`config.mk`:
```
export PLATFORM = sky130hd
export DESIGN_NAME = irq_status_unit
export DESIGN_NICKNAME = d
export VERILOG_FILES = /design/src/rtl/irqstat_pkg.sv /design/src/rtl/irqstat_ctrl.sv /design/src/rtl/irqstat_datapath.sv /design/src/rtl/irq_status_unit.sv
export SDC_FILE = /design/constraint.sdc
export NUM_CORES = 1
export LEC_CHECK = 0
export BUFFER_PORTS_ARGS = -buffer_cell sky130_fd_sc_hd__buf_2
export CORE_UTILIZATION = 30
export CTS_CLUSTER_SIZE = 10
export DETAILED_ROUTE_END_ITERATION = 8
export SLEW_MARGIN = 15
export SYNTH_ARGS = -nofsm -noshare
export SYNTH_HDL_FRONTEND = slang
export SYNTH_HIERARCHICAL = 1
export SYNTH_SLANG_ARGS = --single-unit
```
`constraint.sdc`:
```
create_clock -name clk -period 8.1 [get_ports clk]
set_input_delay 1.62 -clock clk [delete_from_list [all_inputs] [get_ports clk]]
set_output_delay 1.62 -clock clk [all_outputs]
set_load 0.005 [all_outputs]
```
`src/rtl/irqstat_pkg.sv`:
```
package irqstat_pkg;
  localparam int SRC_N   = 12;
  localparam int ABORT_W = 13;
  localparam int ADDR_W  = 8;
  localparam int DATA_W  = 32;
  localparam int IDX_W   = $clog2(SRC_N);

  // source bit positions (fixed, decoded by software)
  localparam int B_RX_FULL  = 2;
  localparam int B_TX_EMPTY = 4;
  localparam int B_TX_ABRT  = 6;

  localparam logic [SRC_N-1:0] LEVEL_SRC =
    SRC_N'((1 << B_RX_FULL) | (1 << B_TX_EMPTY));

  localparam logic [ADDR_W-1:0] ADDR_MASKED   = 8'h00;
  localparam logic [ADDR_W-1:0] ADDR_MASK     = 8'h04;
  localparam logic [ADDR_W-1:0] ADDR_RAW      = 8'h08;
  localparam logic [ADDR_W-1:0] ADDR_ABORT    = 8'h0C;
  localparam logic [ADDR_W-1:0] ADDR_CLR_ALL  = 8'h10;
  localparam int                ADDR_CLR_BASE = 'h20;
  localparam int                ADDR_STRIDE   = 4;

  typedef enum logic [2:0] {
    RD_NONE, RD_MASKED, RD_MASK, RD_RAW, RD_ABORT, RD_CLR_ALL, RD_CLR_ONE
  } rdKind_e;

  typedef struct packed {
    logic [SRC_N-1:0] clrVec;
    logic             clrAbort;
    logic             maskWr;
    logic             rdEn;
    rdKind_e          rdKind;
    logic [IDX_W-1:0] rdIdx;
  } ctlStrobe_t;
endpackage

```
`src/rtl/irqstat_ctrl.sv`:
```
module irqstat_ctrl
  import irqstat_pkg::*;
(
  input  logic              clk,
  input  logic              rstN,
  input  logic              busSel,
  input  logic              busWr,
  input  logic [ADDR_W-1:0] busAddr,
  output ctlStrobe_t        strb
);
  logic             rdAcc;
  logic             wrAcc;
  logic [SRC_N-1:0] oneHit;
  logic             anyOneHit;
  logic [IDX_W-1:0] hitIdx;
  logic             allHit;

  assign rdAcc = busSel && !busWr;
  assign wrAcc = busSel && busWr;

  // one decoder per source clear address
  for (genvar k = 0; k < SRC_N; k++) begin : g_clrDec
    localparam logic [ADDR_W-1:0] CLR_ADDR = ADDR_W'(ADDR_CLR_BASE + k * ADDR_STRIDE);
    assign oneHit[k] = (busAddr == CLR_ADDR);
  end

  assign anyOneHit = |oneHit;
  assign allHit    = (busAddr == ADDR_CLR_ALL);

  always_comb begin
    hitIdx = '0;
    for (int k = 0; k < SRC_N; k++) begin
      if (oneHit[k]) hitIdx = IDX_W'(k);
    end
  end

  always_comb begin
    strb        = '0;
    strb.rdEn   = rdAcc;
    strb.maskWr = wrAcc && (busAddr == ADDR_MASK);
    strb.rdIdx  = hitIdx;
    if (rdAcc) begin
      if (allHit)                     strb.rdKind = RD_CLR_ALL;
      else if (anyOneHit)             strb.rdKind = RD_CLR_ONE;
      else if (busAddr == ADDR_MASKED) strb.rdKind = RD_MASKED;
      else if (busAddr == ADDR_MASK)   strb.rdKind = RD_MASK;
      else if (busAddr == ADDR_RAW)    strb.rdKind = RD_RAW;
      else if (busAddr == ADDR_ABORT)  strb.rdKind = RD_ABORT;
      else                            strb.rdKind = RD_NONE;
    end
    if (rdAcc && allHit)    strb.clrVec = ~LEVEL_SRC;
    if (rdAcc && anyOneHit) strb.clrVec = oneHit & ~LEVEL_SRC;
    strb.clrAbort = strb.clrVec[B_TX_ABRT];
  end

  AST_ONE_CLEAR_TARGET: assert property (@(posedge clk) disable iff (!rstN)
    (strb.rdKind == RD_CLR_ONE) |-> $onehot0(strb.clrVec)) else $error("single clear hit several bits");
  AST_LEVEL_NEVER_CLEARED: assert property (@(posedge clk) disable iff (!rstN)
    busSel |-> ((strb.clrVec & LEVEL_SRC) == '0)) else $error("level source clear strobe");
endmodule

```
`src/rtl/irqstat_datapath.sv`:
```
module irqstat_datapath
  import irqstat_pkg::*;
#(
  parameter logic [SRC_N-1:0] MASK_RESET = 12'h254
) (
  input  logic               clk,
  input  logic               rstN,
  input  ctlStrobe_t         strb,
  input  logic [DATA_W-1:0]  busWdata,
  input  logic [SRC_N-1:0]   srcEvent,
  input  logic [ABORT_W-1:0] abortReason,
  output logic [DATA_W-1:0]  busRdata,
  output logic               irqOut
);
  logic [SRC_N-1:0]   rawQ;
  logic [SRC_N-1:0]   rawNext;
  logic [SRC_N-1:0]   maskQ;
  logic [SRC_N-1:0]   maskedView;
  logic [ABORT_W-1:0] abortQ;
  logic [ABORT_W-1:0] abortNext;
  logic [DATA_W-1:0]  rdNext;
  logic               unusedWdata;

  assign unusedWdata = ^busWdata[DATA_W-1:SRC_N];

  // sticky bits: clear first, then the event ORs back in (event wins);
  // level bits copy their input each edge
  always_comb begin
    rawNext = ((rawQ & ~strb.clrVec) | srcEvent) & ~LEVEL_SRC;
    rawNext = rawNext | (srcEvent & LEVEL_SRC);
  end

  always_comb begin
    abortNext = strb.clrAbort ? '0 : abortQ;
    if (srcEvent[B_TX_ABRT]) abortNext = abortNext | abortReason;
  end

  assign maskedView = rawQ & maskQ;

  always_ff @(posedge clk) begin
    if (!rstN) begin
      rawQ   <= '0;
      abortQ <= '0;
      maskQ  <= MASK_RESET;
      irqOut <= 1'b0;
    end else begin
      rawQ   <= rawNext;
      abortQ <= abortNext;
      if (strb.maskWr) maskQ <= busWdata[SRC_N-1:0];
      irqOut <= |maskedView;
    end
  end

  always_comb begin
    unique case (strb.rdKind)
      RD_MASKED:  rdNext = DATA_W'(maskedView);
      RD_MASK:    rdNext = DATA_W'(maskQ);
      RD_RAW:     rdNext = DATA_W'(rawQ);
      RD_ABORT:   rdNext = DATA_W'(abortQ);
      RD_CLR_ALL: rdNext = DATA_W'(rawQ);
      RD_CLR_ONE: rdNext = DATA_W'(rawQ[strb.rdIdx]);
      default:    rdNext = '0;
    endcase
  end

  always_ff @(posedge clk) begin
    if (!rstN)          busRdata <= '0;
    else if (strb.rdEn) busRdata <= rdNext;
  end

  AST_EVENT_SETS_BIT: assert property (@(posedge clk) disable iff (!rstN)
    1'b1 |=> ((rawQ & $past(srcEvent & ~LEVEL_SRC)) == $past(srcEvent & ~LEVEL_SRC))) else $error("event lost");
  AST_CLEAR_DROPS_BIT: assert property (@(posedge clk) disable iff (!rstN)
    1'b1 |=> ((rawQ & $past(strb.clrVec & ~srcEvent)) == '0)) else $error("cleared bit still set");
  AST_UNCLEARED_STICKY: assert property (@(posedge clk) disable iff (!rstN)
    1'b1 |=> ((rawQ & $past(rawQ & ~strb.clrVec & ~LEVEL_SRC)) == $past(rawQ & ~strb.clrVec & ~LEVEL_SRC))) else $error("sticky bit dropped");
  AST_LEVEL_TRACKS: assert property (@(posedge clk) disable iff (!rstN)
    1'b1 |=> ((rawQ & LEVEL_SRC) == $past(srcEvent & LEVEL_SRC))) else $error("level bit mismatch");
  AST_ABORT_EMPTIED: assert property (@(posedge clk) disable iff (!rstN)
    (strb.clrAbort && !srcEvent[B_TX_ABRT]) |=> (abortQ == '0)) else $error("abort reason kept");
  AST_IRQ_LATENCY: assert property (@(posedge clk) disable iff (!rstN)
    1'b1 |=> (irqOut == $past(|(rawQ & maskQ)))) else $error("irq latency");
endmodule

```
`src/rtl/irq_status_unit.sv`:
```
module irq_status_unit
  import irqstat_pkg::*;
#(
  parameter logic [SRC_N-1:0] MASK_RESET = 12'h254
) (
  input  logic               clk,
  input  logic               rstN,
  input  logic               busSel,
  input  logic               busWr,
  input  logic [ADDR_W-1:0]  busAddr,
  input  logic [DATA_W-1:0]  busWdata,
  output logic [DATA_W-1:0]  busRdata,
  input  logic [SRC_N-1:0]   srcEvent,
  input  logic [ABORT_W-1:0] abortReason,
  output logic               irqOut
);
  ctlStrobe_t strb;

  irqstat_ctrl i_ctrl (
    .clk     (clk),
    .rstN    (rstN),
    .busSel  (busSel),
    .busWr   (busWr),
    .busAddr (busAddr),
    .strb    (strb)
  );

  irqstat_datapath #(.MASK_RESET(MASK_RESET)) i_dp (
    .clk         (clk),
    .rstN        (rstN),
    .strb        (strb),
    .busWdata    (busWdata),
    .srcEvent    (srcEvent),
    .abortReason (abortReason),
    .busRdata    (busRdata),
    .irqOut      (irqOut)
  );
endmodule

```
==> results.json, run 1 <==
{
  "dieArea_um2": 10100,
  "cap_viol_max_count": 0,
  "first_iter_violations": 138,
  "setup_violations": 0,
  "nets": 443,
  "cp_max_fo": 30,
  "area_delta_synth_final_pct": 14.6,
  "layout_min_cycle_time_ps": 4230,
  "cp-end-kind": "flip-flop",
  "antenna_found_initial": 0,
  "clock-root-buffer": "clkbuf_8",
  "antenna_left": 0,
  "outcome": "finished clean",
  "clk_path_buf_depth": 2,
  "ir_drop_v": 0.0000640,
  "cp_top_family": "simple AND/OR/NAND/NOR gates",
  "slowest_delay_ps": 560,
  "grt_pass1_vias": 2462,
  "dp_cells": 496,
  "grt_use_met2_pct": 25.8,
  "ctsResizeCount": 0,
  "postCtsHoldBufs": 0,
  "worstPathArrival_ps": 4470,
  "r2r-start": "i_dp/rawQ[11]",
  "fillers": 974,
  "clk_latency_ps": 300,
  "cts_tree": "yes",
  "slowest_stage": "or4b_4",
  "fmax_mhz": 236,
  "use_met3_pct": 2.70,
  "cp-endpoint": "i_dp/busRdata[2]",
  "layout.cells.non_filler": 504,
  "synth_warnings": 6,
  "path_cells": "buf_2 > or4b_4 > or3_4 > a2111oi_4 > buf_4 > and2_1 > a22oi_1 > o22ai_1 > a22o_1",
  "dp_worst_setup_slack_ps": 3340,
  "syn_area_um2": 2910,
  "place.gp.congestion": 0.852,
  "drt_wl_total_mm": 7.35,
  "crit_required_ps": 8340,
  "worst-path-buf-inv": 2,
  "syn_inst": 327,
  "clock_sinks": 51,
  "critical_path_class": "input port to flip-flop",
  "coreArea_um2": 9330,
  "rrSetupSlack_ps": 6630,
  "path_clk_slew_ps": 90,
  "hold_viol_final": 0,
  "slew_headroom_pct": 31.0,
  "initial_core_util_pct": 31.2,
  "r2r.worst_path.cells": 4,
  "die_h_um": 100,
  "setup.worst_path.start": "busAddr[1]",
  "die_w_um": 100,
  "vias": 2506,
  "rows": 35,
  "avgViaCountPerCell": 4.97,
  "io_buffer_count": 62,
  "grt_pass1_wl_mm": 12.1,
  "final-seq-area_um2": 1020,
  "dr.pass1.iters": 4,
  "finalCritPeriodShare_pct": 52.2,
  "met1_usage_pct": 19.5,
  "hpwlAfterDp_mm": 5.53,
  "track_usage_pct": 15.2,
  "cp.depth": 9,
  "reg2reg_to": "i_dp/busRdata[0]",
  "grt-ovfl-total": 0,
  "cellPowerDensity_nw_per_um2": 152,
  "cts_setup_buffers": 0,
  "tightest_slew_ps": 1020,
  "final.setup.worst_slack_ps": 3870,
  "numCtsBuffers": 5,
  "grt_max_degree": 35,
  "layout-drive-gt1-share_pct": 24.5,
  "finalMaxSlewViolations": 0,
  "hp-class": "flip-flop to flip-flop",
  "ios": 102,
  "wl_per_cell_um": 14.6,
  "antennaDiodeCount": 0,
  "worst_clock_skew_ps": 5.60,
  "top_usage_layer": "met2",
  "rsz0062_at_grt": "no",
  "fin_setup_tns_ps": 0,
  "p_leak_nw": 1.29,
  "multi_input_area_um2": 1630,
  "drc": 0,
  "htreeDepth": 2,
  "synth.avg_cell_area_um2": 8.89,
  "cp-start-kind": "input port"
}
## routing by layer
| metal | wire, um | vias to the layer above |
|---|---|---|
| met3 | 368 | 12 |
| li1 | - | 1246 |
| met2 | 3440 | 85 |
| met1 | 3400 | 1163 |
| met4 | 139 | 0 |
| met5 | 0 | - |
## final cells by class
type                            count  share of cell area [%]
Clock inverter                      2                    1.05
Tap cell                          129                    4.84
Clock buffer                        6                    2.48
Sequential cell                    51                    30.6
Timing Repair Buffer               66                    10.2
Multi-Input combinational cell    234                    49.0
Inverter                           16                    1.80
## worst reg2reg max path: stages, from the launching register on
cell and delay (ps):
dfxtp_1 390, mux4_1 520, mux2i_1 180, o21ai_1 70
a31o_1 210
## flip-flops by register name, summed over array words and instances (netlist names)
register       cells
i_dp/abortQ       13
i_dp/busRdata     13
i_dp/irqOut        1
i_dp/maskQ        12
i_dp/rawQ         12
## power breakdown
part / switching [mW] / internal (mW) / total [mW]
logic: 0.0299 / 0.0236 / 0.0535
clock network: 0.0830 / 0.100 / 0.183
registers: 0.0102 / 0.260 / 0.270
## how the worst min path moves through the flow
stage,startpoint,end,cells after the start
finish,i_dp/busRdata[12],i_dp/busRdata[12],2
global route,i_dp/busRdata[12],i_dp/busRdata[12],2
CTS,i_dp/busRdata[12],i_dp/busRdata[12],2
detailed placement,i_dp/busRdata[6],i_dp/busRdata[6],1
global placement,i_dp/busRdata[6],i_dp/busRdata[6],1
floorplan,i_dp/busRdata[12],i_dp/busRdata[12],2
## per-stage QoR
step                area, um2  total power [mW]  util, %  hold WS, ps
global route             3330             0.533     35.7          505
floorplan                2980             0.312        -          461
detailed placement       3210             0.329     34.4          464
finish                   3330             0.506     35.7          472
CTS                      3330             0.512     35.7          481
global placement         3210             0.327     34.4          464
## cell usage in the layout (no fill, tap or decap), types with 6 or more instances in the layout
cell      instances
conb_1           19
inv_1            15
mux2_2           12
nor3_1            7
clkbuf_8          6
a21oi_1          15
a22o_1           14
nor2_1           38
a22oi_1          24
dfxtp_1          51
nand3_1           6
o22ai_1          11
nand2_1          10
mux2i_1          27
buf_2            62
Power figures use the tool's default switching activity.
==> inputs of run 2 (changes only) <==
--- a/config.mk
+++ b/config.mk
@@ -5,6 +5,7 @@
 export SDC_FILE = /design/constraint.sdc
 export NUM_CORES = 1
 export LEC_CHECK = 0
+export ABC_AREA = 1
 export BUFFER_PORTS_ARGS = -buffer_cell sky130_fd_sc_hd__buf_2
 export CORE_UTILIZATION = 30
 export CTS_CLUSTER_SIZE = 10
==> constraint.sdc (replaced) <==
create_clock -name clk -period 4.2 [get_ports clk]
set_input_delay 0.84 -clock clk [delete_from_list [all_inputs] [get_ports clk]]
set_output_delay 0.84 -clock clk [all_outputs]
set_load 0.005 [all_outputs]
==> run 2 against run 1 <==
Against the previous run: synthesized cell count rose by 35%; core utilization down 0.41 points; routed wire length decreased by 1.2%; combinational power up 79%; final area shrank 3.0%.
==> results.json, run 2 <==
{
  "worst-path-buf-inv": 3,
  "cts_tree": "yes",
  "power_frac_comb_pct": 9.5,
  "antennaDiodeCount": 0,
  "setup_violations": 0,
  "rows": 35,
  "antenna_found_initial": 0,
  "rrSetupSlack_ps": 2980,
  "dieArea_um2": 9790,
  "p_switching_mw": 0.229,
  "reg2reg_to": "i_dp/busRdata[0]",
  "synth_warnings": 6,
  "place.gp.congestion": 0.805,
  "clk_path_buf_depth": 2,
  "first_iter_violations": 171,
  "finish.utilization_pct": 35.3,
  "cp-end-kind": "flip-flop",
  "most-common-layout-cells": "nand2_1 (151), buf_2 (62), dfxtp_1 (51)",
  "hold_viol_final": 0,
  "hold-path-cell-count": 2,
  "worstPathArrival_ps": 2950,
  "area_delta_synth_final_pct": 14.6,
  "fillers": 1016,
  "path_cells": "buf_2 > nor2_4 > inv_2 > o21ai_2 > nor2_1 > nor2_1 > inv_2 > nand3_1 > o22ai_1 > nor3_1 > nand2_1 > nand2_1 > a21oi_2",
  "layout-drive-gt1-share_pct": 17.0,
  "setup.worst_path.start": "busAddr[1]",
  "clock-root-buffer": "clkbuf_8",
  "crit_required_ps": 4370,
  "grt_pass1_wl_mm": 12.3,
  "worst_clock_skew_ps": 6.79,
  "cp-endpoint": "i_dp/busRdata[0]",
  "r2r.worst_path.cells": 10,
  "numCtsBuffers": 5,
  "grt-ovfl-total": 0,
  "sw_frac_of_total_pct": 22.8,
  "hpwlAfterDp_mm": 5.61,
  "p_int_mw": 0.776,
  "top_regs": "i_dp/abortQ x13, i_dp/busRdata x13",
  "vias": 2839,
  "finalMaxSlewViolations": 0,
  "track_usage_pct": 15.7,
  "postCtsHoldBufs": 0,
  "synth.avg_cell_area_um2": 6.39,
  "path_clk_slew_ps": 90,
  "initial_core_util_pct": 30.8,
  "antenna_left": 0,
  "cp-start-kind": "input port",
  "avgViaCountPerCell": 4.70,
  "slowest_stage": "o21ai_2",
  "die_w_um": 98.9,
  "clk_latency_ps": 300,
  "cp_top_family": "simple AND/OR/NAND/NOR gates",
  "slew_headroom_pct": 37.3,
  "hp-class": "flip-flop to flip-flop",
  "ir_drop_v": 0.000129,
  "ios": 102,
  "coreArea_um2": 9150,
  "tightest_slew_ps": 934,
  "drc": 0,
  "grt_pass1_vias": 2616,
  "finalCritPeriodShare_pct": 66.3,
  "clock_sinks": 51,
  "p_leak_nw": 1.49,
  "cp.depth": 13,
  "dp_worst_setup_slack_ps": 1130,
  "fin_setup_tns_ps": 0,
  "layout_commonest_cell": "nand2_1",
  "io_buffer_count": 62,
  "cts_setup_buffers": 0,
  "syn_area_um2": 2820,
  "nets": 561,
  "outcome": "finished clean",
  "cp_max_fo": 12,
  "fmax_mhz": 359,
  "final.setup.worst_slack_ps": 1420,
  "fin_total_pwr_mw": 1.01,
  "layout_min_cycle_time_ps": 2780,
  "critical_path_class": "input port to flip-flop",
  "grt_max_degree": 36,
  "ctsResizeCount": 0,
  "dr.pass1.iters": 5,
  "seq_power_share_pct": 51.4,
  "rsz0062_at_grt": "no",
  "slowest_delay_ps": 380,
  "drt_wl_total_mm": 7.26,
  "r2r-start": "i_dp/rawQ[5]",
  "htreeDepth": 2,
  "p_clk_share_pct": 39.1,
  "cellPowerDensity_nw_per_um2": 311,
  "syn_inst": 441,
  "cap_viol_max_count": 0,
  "die_h_um": 98.9,
  "wl_per_cell_um": 12.0
}
==> run 2: how the worst min path moves through the flow <==
stage / startpoint / endpoint / slack (ps)
after floorplan: i_dp/abortQ[12] / i_dp/busRdata[12] / 440
after CTS: i_dp/busRdata[3] / i_dp/busRdata[3] / 470
after global placement: i_dp/abortQ[6] / i_dp/abortQ[6] / 450
final: i_dp/busRdata[9] / i_dp/busRdata[9] / 470
after detailed placement: i_dp/abortQ[1] / i_dp/abortQ[1] / 460
after global routing: i_dp/abortQ[8] / i_dp/abortQ[8] / 490
==> run 2: power groups by stage <==
| stage | clock network (mW) | logic (mW) | registers [mW] |
|---|---|---|---|
| 4_1_cts | 0.403 | 0.0960 | 0.516 |
| 2_1_floorplan | 0 | 0.0710 | 0.522 |
| 3_5_place_dp | 0 | 0.0956 | 0.528 |
| 3_3_place_gp | 0 | 0.0934 | 0.527 |
| 6_report | 0.394 | 0.0955 | 0.516 |
| 5_1_grt | 0.423 | 0.111 | 0.519 |
==> run 2: worst register-to-register path: stages (launching register included) <==
cell     delay, ps
dfxtp_1        390
nand2_1         70
nand3_1        100
nand3_1         80
nand2_1         70
nand2_1         40
nand2_1         60
nand2_1         50
nand2_1         70
nand2_1         60
a21oi_2        130
==> run 2: layer usage <==
layer | GRT usage [%] | part of all wire (%) | vias up
met5 | 0 | 0 | -
met4 | 3.90 | 0 | 0
met3 | 2.55 | 6.2 | 0
met2 | 25.6 | 47 | 96
met1 | 21.4 | 47 | 1271
li1 | - | - | 1472
==> run 2: per-stage QoR <==
step	cell area [um2]	hold WS (ps)	std cells
after floorplan	2890	437	459
after global placement	3100	451	596
after detailed placement	3100	457	596
after CTS	3230	471	604
after global routing	3230	487	604
final	3230	468	604
==> run 2: cell type report <==
| cell class | instances | area [um2] | area share, % |
|---|---|---|---|
| Timing Repair Buffer | 63 | 318 | 9.83 |
| Sequential cell | 51 | 1020 | 31.6 |
| Inverter | 44 | 165 | 5.11 |
| Tap cell | 111 | 139 | 4.30 |
| Multi-Input combinational cell | 327 | 1460 | 45.1 |
| Clock buffer | 6 | 72.6 | 2.25 |
| Clock inverter | 2 | 60.1 | 1.86 |
==> inputs of run 3 (changes only) <==
--- a/config.mk
+++ b/config.mk
@@ -5,7 +5,7 @@
 export SDC_FILE = /design/constraint.sdc
 export NUM_CORES = 1
 export LEC_CHECK = 0
-export ABC_AREA = 1
+export ABC_AREA = 0
 export BUFFER_PORTS_ARGS = -buffer_cell sky130_fd_sc_hd__buf_2
 export CORE_UTILIZATION = 30
 export CTS_CLUSTER_SIZE = 10
==> constraint.sdc (replaced) <==
create_clock -name clk -period 2.87 [get_ports clk]
set_input_delay 0.574 -clock clk [delete_from_list [all_inputs] [get_ports clk]]
set_output_delay 0.574 -clock clk [all_outputs]
set_load 0.005 [all_outputs]
==> run 3 against run 2 <==
Against the previous run: sequential share of layout area shrank 2.9 points; first-iteration DRC count decreased by 8.2%; combinational power grew 73%; critical path depth decreased by 3; largest power group unchanged; sequential cell count unchanged; non-clock buffer count up 31.
==> results.json, run 3 (synthesis gave the netlist of run 1 again) <==
{
  "crit_required_ps": 3090,
  "critical_path_class": "input port to flip-flop",
  "cts_setup_buffers": 0,
  "drt_wl_total_mm": 7.60,
  "vias": 2584,
  "layout.cells.non_filler": 532,
  "cp-start-kind": "input port",
  "cellPowerDensity_nw_per_um2": 405,
  "ctsResizeCount": 1,
  "track_usage_pct": 16.2,
  "tightest_slew_ps": 701,
  "htreeDepth": 2,
  "p_leak_nw": 1.43,
  "cp_max_fo": 10,
  "fmax_mhz": 363,
  "grt-ovfl-total": 0,
  "slew_headroom_pct": 53.1,
  "dp_cells": 524,
  "hpwlAfterDp_mm": 5.96,
  "layout-drive-gt1-share_pct": 29.8,
  "fin_setup_tns_ps": 0,
  "grt_max_degree": 34,
  "first_iter_violations": 157,
  "worstPathArrival_ps": 2980,
  "layout_min_cycle_time_ps": 2760,
  "cp-end-kind": "flip-flop",
  "finalCritPeriodShare_pct": 96.1,
  "grt_pass1_vias": 2563,
  "io_buffer_count": 62,
  "hp-class": "input port to flip-flop",
  "die_h_um": 100,
  "fin_total_pwr_mw": 1.44,
  "clock_sinks": 51,
  "initial_core_util_pct": 31.2,
  "avgViaCountPerCell": 4.86,
  "dieArea_um2": 10100,
  "worst_clock_skew_ps": 10.5,
  "most-common-layout-cells": "buf_2 (62), dfxtp_1 (51), nor2_1 (38)",
  "layout_commonest_cell": "buf_2",
  "clk_latency_ps": 320,
  "hold_viol_final": 0,
  "ios": 102,
  "setup_violations": 0,
  "nets": 471,
  "place.gp.congestion": 0.866,
  "outcome": "finished clean",
  "clock-root-buffer": "clkbuf_8",
  "cap_viol_max_count": 0,
  "clk_path_buf_depth": 2,
  "rsz0062_at_grt": "no",
  "dr.pass1.iters": 4,
  "numCtsBuffers": 5,
  "grt_pass1_wl_mm": 12.8,
  "antenna_found_initial": 0,
  "antennaDiodeCount": 0,
  "rows": 35,
  "path_clk_slew_ps": 100,
  "finalMaxSlewViolations": 0,
  "antenna_left": 0,
  "final_cell_area_um2": 3560,
  "die_w_um": 100,
  "place_area_um2": 3440,
  "cts_tree": "yes",
  "ir_drop_v": 0.000290,
  "postCtsHoldBufs": 0,
  "top_regs": "i_dp/abortQ x13, i_dp/busRdata x13",
  "drc": 0,
  "area_delta_synth_final_pct": 22.6,
  "coreArea_um2": 9330,
  "wl_per_cell_um": 14.3
}
-- run 3: changes by cell type in the layout (fill, tap and decap cells not counted), moves of 11 or more --
cell / previous run / this run
inv_1: 39 / 15
a22oi_1: 0 / 24
a21oi_1: 36 / 15
nor2_1: 49 / 38
mux2_2: 0 / 12
nand3_1: 31 / 6
o2111ai_1: 11 / 0
buf_4: 1 / 30
mux2i_1: 0 / 27
a22o_1: 0 / 14
nand2_1: 151 / 10
-- run 3: final timing paths --
check,start,end,slack [ps],depth (start not counted)
min reg2reg,i_dp/busRdata[12],i_dp/busRdata[12],470,2
max reg2reg,i_dp/rawQ[1],i_dp/busRdata[0],1390,4
max,busWr,i_dp/busRdata[8],110,10
min,busWdata[9],i_dp/maskQ[9],460,3
-- run 3: where the power goes --
group / switching (mW) / internal [mW]
clock network: 0.254 / 0.263
registers: 0.0281 / 0.733
logic: 0.0881 / 0.0769
-- run 3: stage by stage --
step	util (%)	hold slack [ps]	setup WS, ps
after floorplan	-	461	46.5
after global placement	36.9	461	-305
after detailed placement	36.9	464	-371
after CTS	38.2	459	121
after global routing	38.2	455	40.4
final	38.2	462	112
-- run 3: per-layer routing --
metal | GRT usage, % | share of wire (%) | up-vias
li1 | - | - | 1303
met1 | 20.9 | 45 | 1205
met2 | 28.0 | 48 | 66
met3 | 3.47 | 5.2 | 10
met4 | 3.23 | 1.2 | 0
met5 | 0 | 0 | -
-- run 3: area by class of cell --
type,instances,area (um2)
tap,129,161
clock inverter,3,46.3
fill,945,5760
inverter,16,60.1
multi-input combinational,234,1630
clock buffer,5,68.8
timing repair buffer,94,576
sequential,51,1020
-- run 3: critical path: stages --
cell,delay (ps)
buf_2,110
or4b_4,540
or3_4,360
a2111oi_4,190
buf_4,210
buf_12,130
mux2_2,330
a22oi_1,190
o22ai_1,130
a22o_1,220
